<file path="src/rtl/route_pkg.sv">
package route_pkg;

  typedef enum logic [1:0] {
    CFG_NONE  = 2'd0,
    CFG_NET   = 2'd1,
    CFG_HOST  = 2'd2,
    CFG_LOCAL = 2'd3
  } cfg_target_e;

endpackage

</file>
<file path="src/rtl/route_cfg_decode.sv">
module route_cfg_decode
  import route_pkg::*;
#(
  parameter int CFG_AW = 16,
  parameter int NET_W  = 8,
  parameter int HOST_W = 8
) (
  input  logic [CFG_AW-1:0] cfg_addr,
  output cfg_target_e       target,
  output logic [NET_W-1:0]  net_idx,
  output logic [HOST_W-1:0] host_idx
);

  localparam int HOST_BASE  = 2 ** NET_W;
  localparam int LOCAL_SLOT = HOST_BASE + 2 ** HOST_W;

  logic [CFG_AW-1:0] host_off;
  logic [CFG_AW-1:0] unused_host_off;

  assign host_off        = cfg_addr - CFG_AW'(HOST_BASE);
  assign net_idx         = cfg_addr[NET_W-1:0];
  assign host_idx        = host_off[HOST_W-1:0];
  assign unused_host_off = host_off;

  always_comb begin
    if (cfg_addr < CFG_AW'(HOST_BASE))
      target = CFG_NET;
    else if (cfg_addr < CFG_AW'(LOCAL_SLOT))
      target = CFG_HOST;
    else if (cfg_addr == CFG_AW'(LOCAL_SLOT))
      target = CFG_LOCAL;
    else
      target = CFG_NONE;
  end

endmodule

</file>
<file path="src/rtl/route_table.sv">
module route_table #(
  parameter int IDX_W  = 8,
  parameter int PORT_W = 1
) (
  input  logic              clk,
  input  logic              rst,
  input  logic              we,
  input  logic [IDX_W-1:0]  widx,
  input  logic [PORT_W-1:0] wdata,
  input  logic [IDX_W-1:0]  ridx,
  output logic [PORT_W-1:0] rdata
);

  localparam int DEPTH = 2 ** IDX_W;

  logic [PORT_W-1:0] mem [DEPTH];

  always_ff @(posedge clk) begin
    if (rst) begin
      for (int i = 0; i < DEPTH; i++) mem[i] <= '0;
    end else if (we) begin
      mem[widx] <= wdata;
    end
  end

  assign rdata = mem[ridx];

endmodule

</file>
<file path="src/rtl/route_local_reg.sv">
module route_local_reg #(
  parameter int NET_W = 8
) (
  input  logic             clk,
  input  logic             rst,
  input  logic             we,
  input  logic [NET_W-1:0] wdata,
  output logic [NET_W-1:0] local_q
);

  always_ff @(posedge clk) begin
    if (rst)     local_q <= '0;
    else if (we) local_q <= wdata;
  end

endmodule

</file>
<file path="src/rtl/dest_route_lookup.sv">
module dest_route_lookup
  import route_pkg::*;
#(
  parameter int SID_W  = 32,
  parameter int NET_W  = 8,
  parameter int HOST_W = 8,
  parameter int PORT_W = 1,
  parameter int CFG_AW = 16,
  parameter int CFG_DW = 32
) (
  input  logic              clk,
  input  logic              rst,
  input  logic              cfg_wr,
  input  logic [CFG_AW-1:0] cfg_addr,
  input  logic [CFG_DW-1:0] cfg_data,
  input  logic              hdr_valid,
  output logic              hdr_ready,
  input  logic [SID_W-1:0]  hdr_sid,
  output logic              out_valid,
  input  logic              out_ready,
  output logic [PORT_W-1:0] out_port
);

  localparam int DEST_W = NET_W + HOST_W;

  cfg_target_e       target;
  logic [NET_W-1:0]  cfg_net_idx;
  logic [HOST_W-1:0] cfg_host_idx;
  logic [NET_W-1:0]  local_q;
  logic [NET_W-1:0]  dst_net;
  logic [HOST_W-1:0] dst_host;
  logic [PORT_W-1:0] net_port;
  logic [PORT_W-1:0] host_port;
  logic [PORT_W-1:0] pick;
  logic              accept;
  logic [SID_W-1:0]  unused_sid;
  logic [CFG_DW-1:0] unused_cfg;

  assign unused_sid = hdr_sid;
  assign unused_cfg = cfg_data;

  route_cfg_decode #(
    .CFG_AW(CFG_AW), .NET_W(NET_W), .HOST_W(HOST_W)
  ) u_dec (
    .cfg_addr (cfg_addr),
    .target   (target),
    .net_idx  (cfg_net_idx),
    .host_idx (cfg_host_idx)
  );

  assign dst_net  = hdr_sid[HOST_W +: NET_W];
  assign dst_host = hdr_sid[HOST_W-1:0];

  route_table #(.IDX_W(NET_W), .PORT_W(PORT_W)) u_net_tbl (
    .clk   (clk),
    .rst   (rst),
    .we    (cfg_wr && target == CFG_NET),
    .widx  (cfg_net_idx),
    .wdata (cfg_data[PORT_W-1:0]),
    .ridx  (dst_net),
    .rdata (net_port)
  );

  route_table #(.IDX_W(HOST_W), .PORT_W(PORT_W)) u_host_tbl (
    .clk   (clk),
    .rst   (rst),
    .we    (cfg_wr && target == CFG_HOST),
    .widx  (cfg_host_idx),
    .wdata (cfg_data[PORT_W-1:0]),
    .ridx  (dst_host),
    .rdata (host_port)
  );

  route_local_reg #(.NET_W(NET_W)) u_local (
    .clk     (clk),
    .rst     (rst),
    .we      (cfg_wr && target == CFG_LOCAL),
    .wdata   (cfg_data[NET_W-1:0]),
    .local_q (local_q)
  );

  generate
    if (DEST_W > SID_W) begin : g_bad_width
      initial $error("destination wider than stream id");
    end
  endgenerate

  assign pick      = (dst_net == local_q) ? host_port : net_port;
  assign hdr_ready = !out_valid || out_ready;
  assign accept    = hdr_valid && hdr_ready;

  always_ff @(posedge clk) begin
    if (rst) begin
      out_valid <= 1'b0;
      out_port  <= '0;
    end else if (accept) begin
      out_valid <= 1'b1;
      out_port  <= pick;
    end else if (out_ready) begin
      out_valid <= 1'b0;
    end
  end

endmodule

</file>
<file path="config.mk">
export PLATFORM = sky130hd
export DESIGN_NAME = dest_route_lookup
export DESIGN_NICKNAME = d
export VERILOG_FILES = /design/src/rtl/route_pkg.sv /design/src/rtl/route_cfg_decode.sv /design/src/rtl/route_table.sv /design/src/rtl/route_local_reg.sv /design/src/rtl/dest_route_lookup.sv
export SDC_FILE = /design/constraint.sdc
export NUM_CORES = 1
export LEC_CHECK = 0
export ABC_AREA = 0
export BUFFER_PORTS_ARGS = -buffer_cell sky130_fd_sc_hd__buf_2
export CAP_MARGIN = 10
export CORE_ASPECT_RATIO = 0.75
export CORE_MARGIN = 2
export CORE_UTILIZATION = 60
export DETAILED_ROUTE_END_ITERATION = 10
export PLACE_DENSITY = 0.89
export SLEW_MARGIN = 10
export SYNTH_ARGS = -nofsm -noshare
export SYNTH_HDL_FRONTEND = slang
export SYNTH_SLANG_ARGS = --single-unit
</file>
<file path="constraint.sdc">
create_clock -name clk -period 2.6 [get_ports clk]
set_input_delay 0.26 -clock clk [delete_from_list [all_inputs] [get_ports clk]]
set_output_delay 0.26 -clock clk [all_outputs]
set_load 0.01 [all_outputs]
</file>
==> results of run 1 <==
-- through the flow --
| stage | hold slack, ns | power [mW] |
|---|---|---|
| after floorplan | 0.3895 | 11.06 |
| after global placement | 0.4953 | 11.48 |
| after detailed placement | 0.5136 | 11.59 |
| after CTS | 0.002197 | 18.61 |
| after global routing | 0.01342 | 19.06 |
| final | 0.001150 | 18.71 |
-- worst max-delay path by stage --
stage | endpoint | cells past startpoint
finish | out_port$_SDFFE_PP0P_ | 6
global route | out_port$_SDFFE_PP0P_ | 6
CTS | out_port$_SDFFE_PP0P_ | 6
detailed placement | out_port$_SDFFE_PP0P_ | 10
global placement | out_port$_SDFFE_PP0P_ | 11
floorplan | u_host_tbl.mem[140]$_SDFFCE_PN0P_ | 8
-- final cells by class --
class,instances,area share [%]
timing repair buffer,182,5.541
inverter,10,0.1231
multi-input combinational,1487,35.61
clock inverter,16,0.3981
antenna,2,0.01642
tap,595,2.442
sequential,522,51.09
clock buffer,77,4.777
-- routing by layer --
metal	share of wire (%)	global-route usage, %	vias up
met2	44	48.83	1867
met4	5.8	15.34	8
met5	0.071	0	-
met3	17	11.26	443
met1	33	42.86	9840
li1	-	-	8299
-- kinds of logic (layout without fill, tap and decap cells) --
group	count (synthesis)	after routing	synth area share, %
xor+xnor	8	8	0.2538
simple gates	724	724	10.97
mux	178	178	12.23
flops	522	522	56.42
buf+inv	285	285	4.433
other cells	0	2	0
compound gates	577	577	15.69
-- Yosys cell counts (all sizes together), types with 8 or more instances --
cell type / instances / area share [%]
nor2: 556 / 7.7
edfxtp: 512 / 56
o21bai: 256 / 7.0
a21o: 255 / 6.9
clkbuf: 212 / 2.9
mux4: 127 / 10
nand2: 70 / 0.95
buf: 63 / 1.4
mux2i: 46 / 1.7
nand3: 28 / 0.65
nor2b: 18 / 0.41
a22oi: 17 / 0.46
nand2b: 13 / 0.29
nand4: 11 / 0.25
nor3: 11 / 0.20
dfxtp: 10 / 0.73
a21oi: 8 / 0.15
xor2: 8 / 0.25
-- flip-flops by register name, summed over array words and instances, names as in the netlist --
name and flops:
u_host_tbl.mem 256, u_net_tbl.mem 256, u_local.local_q 8, out_port 1
out_valid 1
-- critical path: stages, from the launching register on --
cell                       delay [ns]
sky130_fd_sc_hd__edfxtp_1        0.40
sky130_fd_sc_hd__mux4_2          0.50
sky130_fd_sc_hd__mux4_2          0.55
sky130_fd_sc_hd__a41o_1          0.28
sky130_fd_sc_hd__nor4_2          0.30
sky130_fd_sc_hd__a311oi_1        0.22
sky130_fd_sc_hd__o21a_1          0.19
-- what timing repair did --
item / 4_1_cts / 5_1_grt
setup endpoints to repair: 0 / 0
hold endpoints to repair: 8 / 0
hold buffers: 8 / 0
-- power groups by stage --
stage / clock (mW) / sequential, mW / combinational (mW)
final: 7.21 / 9.75 / 1.75
after CTS: 7.16 / 9.74 / 1.70
after floorplan: 0 / 9.85 / 1.21
after global routing: 7.46 / 9.77 / 1.83
after global placement: 0 / 9.88 / 1.60
after detailed placement: 0 / 9.92 / 1.67
==> metrics.log, run 1 <==
[metrics] Starting DRT DRC Count: approximately 3900
[metrics] Worst-Margin Slew: ~1.2 ns
[metrics] number of antenna violations at the first check in global routing: 6
[metrics] Worst-path clk slew: about 0.06 ns
[metrics] GPL Wtd Cong: between 0.9 and 1
[metrics] switching power: around 4.3 mW
[metrics] class of the tightest hold or removal check: in2reg
[metrics] sequential share of power: 52.1%
[metrics] post-synthesis register bit count: about 520
[metrics] clock tree root buffer cell: sky130_fd_sc_hd__clkbuf_16
[metrics] Sinks on Clock Net: 522
[metrics] setup repair after global routing missed its margin: no
[metrics] grt total ovfl: 0
[metrics] Post-synth top flop: sky130_fd_sc_hd__edfxtp_1
[metrics] Die Span X: ~250 um
[metrics] Final Instance Count excl. Fillers: just under 3000
[metrics] type of the worst setup path: reg2reg
[metrics] core area: roughly 46000 sq um
[metrics] vias in the first global route: just over 20000
[metrics] number of CTS-inserted buffers: 51
[metrics] area of the die: 47760 sq um
[metrics] outcome: complete, no violations
[metrics] clock latency of the later-clocked register in the worst-skew pair: around 0.6 ns
[metrics] Peak supply drop: ~0.49 mV
[metrics] number of flops mapped to enable cells by yosys: around 510
[metrics] summed area of non-filler cells in the final layout: between 30000 and 40000 sq um
[metrics] launching element type of the critical path: register
[metrics] reg-to-reg endpoint: out_port$_SDFFE_PP0P_
[metrics] wire length of the first global-routing pass: roughly 120000 um
[metrics] startpoint of the lowest-slack register-to-register path: u_host_tbl.mem[183]$_SDFFCE_PN0P_
[metrics] total placed instance area: approximately 29000 sq um
[metrics] Final min period: 2.531 ns
[metrics] final setup TNS: 0 ns
[metrics] Net Count, Synth: 2379
[metrics] leading cell types in the layout, fill and taps excluded: sky130_fd_sc_hd__nor2_1 (546), sky130_fd_sc_hd__edfxtp_1 (512), sky130_fd_sc_hd__o21bai_1 (256)
[metrics] pin count of the biggest net entering global routing: 266
[metrics] Gate Count Post-Synth: between 2000 and 2500
[metrics] DRC viols: 0
[metrics] vias post-DR: 20460
[metrics] number of placement rows: a little under 70
[metrics] overall fraction of global-route tracks in use: around a third
[metrics] largest fanout on the critical path: 1
[metrics] synthesized area per cell: around 12 sq um
[metrics] Cell Count Post-Placement: between 2000 and 3000
[metrics] proportion of total power due to net switching: 22.72%
[metrics] depth of the most critical reg-to-reg path: 6
[metrics] fin. max-slew vios: 0
[metrics] Peak Freq: 395.2 MHz
[metrics] post-CTS repair timing setup buffer count: 0
[metrics] count of pins on the block boundary: 88
[metrics] Power Dens Cells: slightly above 600 nW/um^2
[metrics] Critical Path Source: u_host_tbl.mem[183]$_SDFFCE_PN0P_
[metrics] Cells on Worst Hold Path: 2
[metrics] final routed wire length divided by cell count: around 27 um
[metrics] WP data arrival: between 3 and 4 ns
[metrics] fill cell count: approximately 2900
[metrics] Setup crit end kind: register
[metrics] starting utilization of the core area: just over 60%
[metrics] Vert. Die Dim: about 190 um
[metrics] detailed-route wire length: 78510 um
[metrics] remaining max-slew budget at the tightest pin: approximately 20%
[metrics] multi-input logic area: around 11000 sq um
[metrics] Post-CTS Resized: 0
[metrics] count of nets after finishing: roughly 2300
[metrics] internal reg-to-reg setup slack: about 0.069 ns
[metrics] remaining antenna violation count after routing: 0
[metrics] clock tree from TritonCTS: built
[metrics] internal power of the cells: between 10 and 15 mW
[metrics] Hold Crit Start: rst
[metrics] leakage power: approximately 11 nW
[metrics] number of I/O port buffers: 47
[metrics] register area share after synthesis: 56.42%
[metrics] largest buffer count on any clock path: 3
[metrics] FF+latch area: 15570 sq um
[metrics] worst hold path endpoint: u_host_tbl.mem[90]$_SDFFCE_PN0P_
[metrics] post-detailed-route via-to-cell ratio: ~7.1
[metrics] number of distinct library cells after synthesis: between 50 and 60
[metrics] H-Tree Level Count: 2
[metrics] worst-case setup margin in the final layout: approximately 0.069 ns
[metrics] core utilization of the finished layout: around two thirds
[metrics] number of endpoints with negative hold slack in the final report: 0
[metrics] post-route clock period utilization: a little over nine tenths
[metrics] proportion of power drawn by the clock network: between 30% and 40%
[metrics] required arrival time at the worst endpoint: 3.09 ns
[metrics] synth warn: 0
[metrics] summed instance area of the synthesized netlist: 27610 sq um
[metrics] clk_skew: ~0.021 ns
[metrics] area growth from synthesis to layout: 10.43%
[metrics] dpl hpwl: approximately 46000 um
[metrics] layout cells sized above 1: between 10% and 20%
[metrics] most common library cell in the layout ignoring fill and taps: sky130_fd_sc_hd__nor2_1
[metrics] Setup Viol. Count Final: 0
[metrics] combinational share of power: 9.4%
[metrics] first-pass detailed-route iteration total: 9
[metrics] worst-case setup slack after placement: -0.1794 ns
[metrics] fraction of registers with async set or reset after synthesis: 0%
[metrics] # Max-Cap Violations: 0
Note: power is estimated with default switching activity, not from simulation.
==> inputs of run 2 (changes only) <==
--- a/config.mk
+++ b/config.mk
@@ -5,7 +5,6 @@
 export SDC_FILE = /design/constraint.sdc
 export NUM_CORES = 1
 export LEC_CHECK = 0
-export ABC_AREA = 0
 export BUFFER_PORTS_ARGS = -buffer_cell sky130_fd_sc_hd__buf_2
 export CAP_MARGIN = 10
 export CORE_ASPECT_RATIO = 0.75
@@ -13,6 +12,7 @@
 export CORE_UTILIZATION = 60
 export DETAILED_ROUTE_END_ITERATION = 10
 export PLACE_DENSITY = 0.89
+export SETUP_SLACK_MARGIN = 0.05
 export SLEW_MARGIN = 10
 export SYNTH_ARGS = -nofsm -noshare
 export SYNTH_HDL_FRONTEND = slang
==> constraint.sdc (replaced) <==
create_clock -name clk -period 2.6 [get_ports clk]
set_input_delay 0.52 -clock clk [delete_from_list [all_inputs] [get_ports clk]]
set_output_delay 0.52 -clock clk [all_outputs]
set_load 0.01 [all_outputs]
==> metrics.log, run 2 (synthesized netlist as in run 1, its figures left out) <==
[metrics] area of the die: between 40000 and 50000 sq um
[metrics] remaining max-slew budget at the tightest pin: approximately 7.3%
[metrics] number of placement rows: 68
[metrics] Top Registers: u_host_tbl.mem (256), u_net_tbl.mem (256), u_local.local_q (8)
[metrics] clk_skew: about 0.016 ns
[metrics] first-pass detailed-route iteration total: 7
[metrics] setup repair after global routing missed its margin: no
[metrics] Sinks on Clock Net: ~520
[metrics] power after layout: 18.88 mW
[metrics] final routed wire length divided by cell count: around 27 um
[metrics] number of antenna violations at the first check in global routing: 0
[metrics] pin count of the biggest net entering global routing: around 290
[metrics] clock tree root buffer cell: sky130_fd_sc_hd__clkbuf_16
[metrics] Vert. Die Dim: 189.8 um
[metrics] hold-fix buffers at CTS: 0
[metrics] # Max-Cap Violations: 0
[metrics] launching element type of the critical path: register
[metrics] Final min period: 2.554 ns
[metrics] total placed instance area: ~29000 sq um
[metrics] area growth from synthesis to layout: 12.44%
[metrics] detailed-route wire length: between 80000 and 90000 um
[metrics] FF+latch area: around 16000 sq um
[metrics] Starting DRT DRC Count: ~3900
[metrics] Peak supply drop: between 0.5 and 0.6 mV
[metrics] Worst-path clk slew: 0.06 ns
[metrics] number of antenna cells inserted: 0
[metrics] type of the worst setup path: reg2reg
[metrics] dpl hpwl: 45760 um
[metrics] core area: between 40000 and 50000 sq um
[metrics] Power Dens Cells: between 600 and 700 nW/um^2
[metrics] number of endpoints with negative hold slack in the final report: 0
[metrics] largest fanout on the critical path: 1
[metrics] multi-input logic area: roughly 11000 sq um
[metrics] starting utilization of the core area: between 60% and 70%
[metrics] post-detailed-route via-to-cell ratio: about 7
[metrics] vias in the first global route: slightly above 20000
[metrics] GPL Wtd Cong: roughly 0.90
[metrics] grt total ovfl: 0
[metrics] core utilization of the finished layout: slightly below 70%
[metrics] Setup crit end kind: register
[metrics] count of pins on the block boundary: 88
[metrics] most common library cell in the layout ignoring fill and taps: sky130_fd_sc_hd__nor2_1
[metrics] required arrival time at the worst endpoint: 3.09 ns
[metrics] outcome: complete, no violations
[metrics] fin. max-slew vios: 0
[metrics] DRC viols: 0
[metrics] wire length of the first global-routing pass: between 100000 and 150000 um
[metrics] count of nets after finishing: 2379
[metrics] clock tree from TritonCTS: built
[metrics] Die Span X: around 250 um
[metrics] Peak Freq: between 300 and 400 MHz
[metrics] layout cells sized above 1: between 10% and 20%
[metrics] class of the tightest hold or removal check: in2reg
[metrics] clock latency of the later-clocked register in the worst-skew pair: ~0.61 ns
[metrics] leakage power: 11.02 nW
[metrics] Worst-Margin Slew: about 1.4 ns
[metrics] number of I/O port buffers: 47
[metrics] overall fraction of global-route tracks in use: about 33%
[metrics] Setup Viol. Count Final: 0
[metrics] number of CTS-inserted buffers: 52
[metrics] leading cell types in the layout, fill and taps excluded: sky130_fd_sc_hd__nor2_1 (546), sky130_fd_sc_hd__edfxtp_1 (512), sky130_fd_sc_hd__o21bai_1 (256)
[metrics] fill cell count: 2748
[metrics] post-route clock period utilization: a little over nine tenths
[metrics] remaining antenna violation count after routing: 0
[metrics] H-Tree Level Count: 2
[metrics] WP data arrival: between 3 and 4 ns
[metrics] summed area of non-filler cells in the final layout: just over 30000 sq um
[metrics] largest buffer count on any clock path: 3
[metrics] vias post-DR: roughly 21000
run 2: changes by cell type in the layout (fill, tap and decap cells not counted), moves of 2 or more:
| cell | before | now |
|---|---|---|
| sky130_fd_sc_hd__buf_4 | 99 | 127 |
| sky130_fd_sc_hd__buf_12 | 32 | 47 |
| sky130_fd_sc_hd__dlygate4sd3_1 | 8 | 0 |
| sky130_fd_sc_hd__clkbuf_16 | 53 | 56 |
| sky130_fd_sc_hd__clkinv_1 | 10 | 13 |
| sky130_fd_sc_hd__clkbuf_8 | 4 | 2 |
| sky130_fd_sc_hd__diode_2 | 2 | 0 |
run 2: metrics by stage:
stage	hold WS, ns	setup TNS (ns)	cells	setup slack, ns
finish	0.1522	0	2932	0.04642
global route	0.1598	0	2932	0.06908
global placement	0.4962	-0.3554	2831	-0.3554
CTS	0.1430	0	2928	0.06028
floorplan	0.4807	0	2294	0.008995
detailed placement	0.5067	-10.06	2831	-0.4633
run 2: worst paths after layout:
kind	end	cells past startpoint	slack (ns)	start
worst max-delay path	out_port$_SDFFE_PP0P_	6	0.05	u_host_tbl.mem[191]$_SDFFCE_PN0P_
worst min-delay path	u_local.local_q[4]$_SDFFE_PP0P_	3	0.15	cfg_data[4]
worst max register to register	out_port$_SDFFE_PP0P_	6	0.05	u_host_tbl.mem[191]$_SDFFCE_PN0P_
worst min register to register	u_local.local_q[4]$_SDFFE_PP0P_	2	0.52	u_local.local_q[4]$_SDFFE_PP0P_
run 2: metal layers:
metal	GRT usage [%]	wire length (um)	share of wire, %
met1	42.97	25540	32
met2	51.70	36630	45
met3	11.03	14450	18
met4	14.70	3973	4.9
met5	0	0	0
run 2: repair_timing:
item | in CTS | in global routing
resized for setup | 0 | 3
buffers inserted | 0 | 2
setup endpoints to repair | 0 | 1
run 2: final cells by class:
type                       instances  share of cell area [%]
clock buffer                      75                   4.672
clock inverter                    22                  0.5240
inverter                          10                  0.1209
multi-input combinational       1487                   34.99
sequential                       522                   50.18
tap                              595                   2.399
timing repair buffer             221                   7.115
run 2: worst max-delay path: stages, from the launching register on:
cell                       delay, ns
sky130_fd_sc_hd__edfxtp_1       0.40
sky130_fd_sc_hd__mux4_2         0.51
sky130_fd_sc_hd__mux4_2         0.52
sky130_fd_sc_hd__a41o_1         0.31
sky130_fd_sc_hd__nor4_4         0.30
sky130_fd_sc_hd__a311oi_1       0.21
sky130_fd_sc_hd__o21a_1         0.19
run 2: report_power, final:
group / internal (mW) / switching [mW] / total, mW
registers: 9.62 / 0.132 / 9.75
logic: 0.831 / 0.981 / 1.81
clock network: 4.07 / 3.24 / 7.32
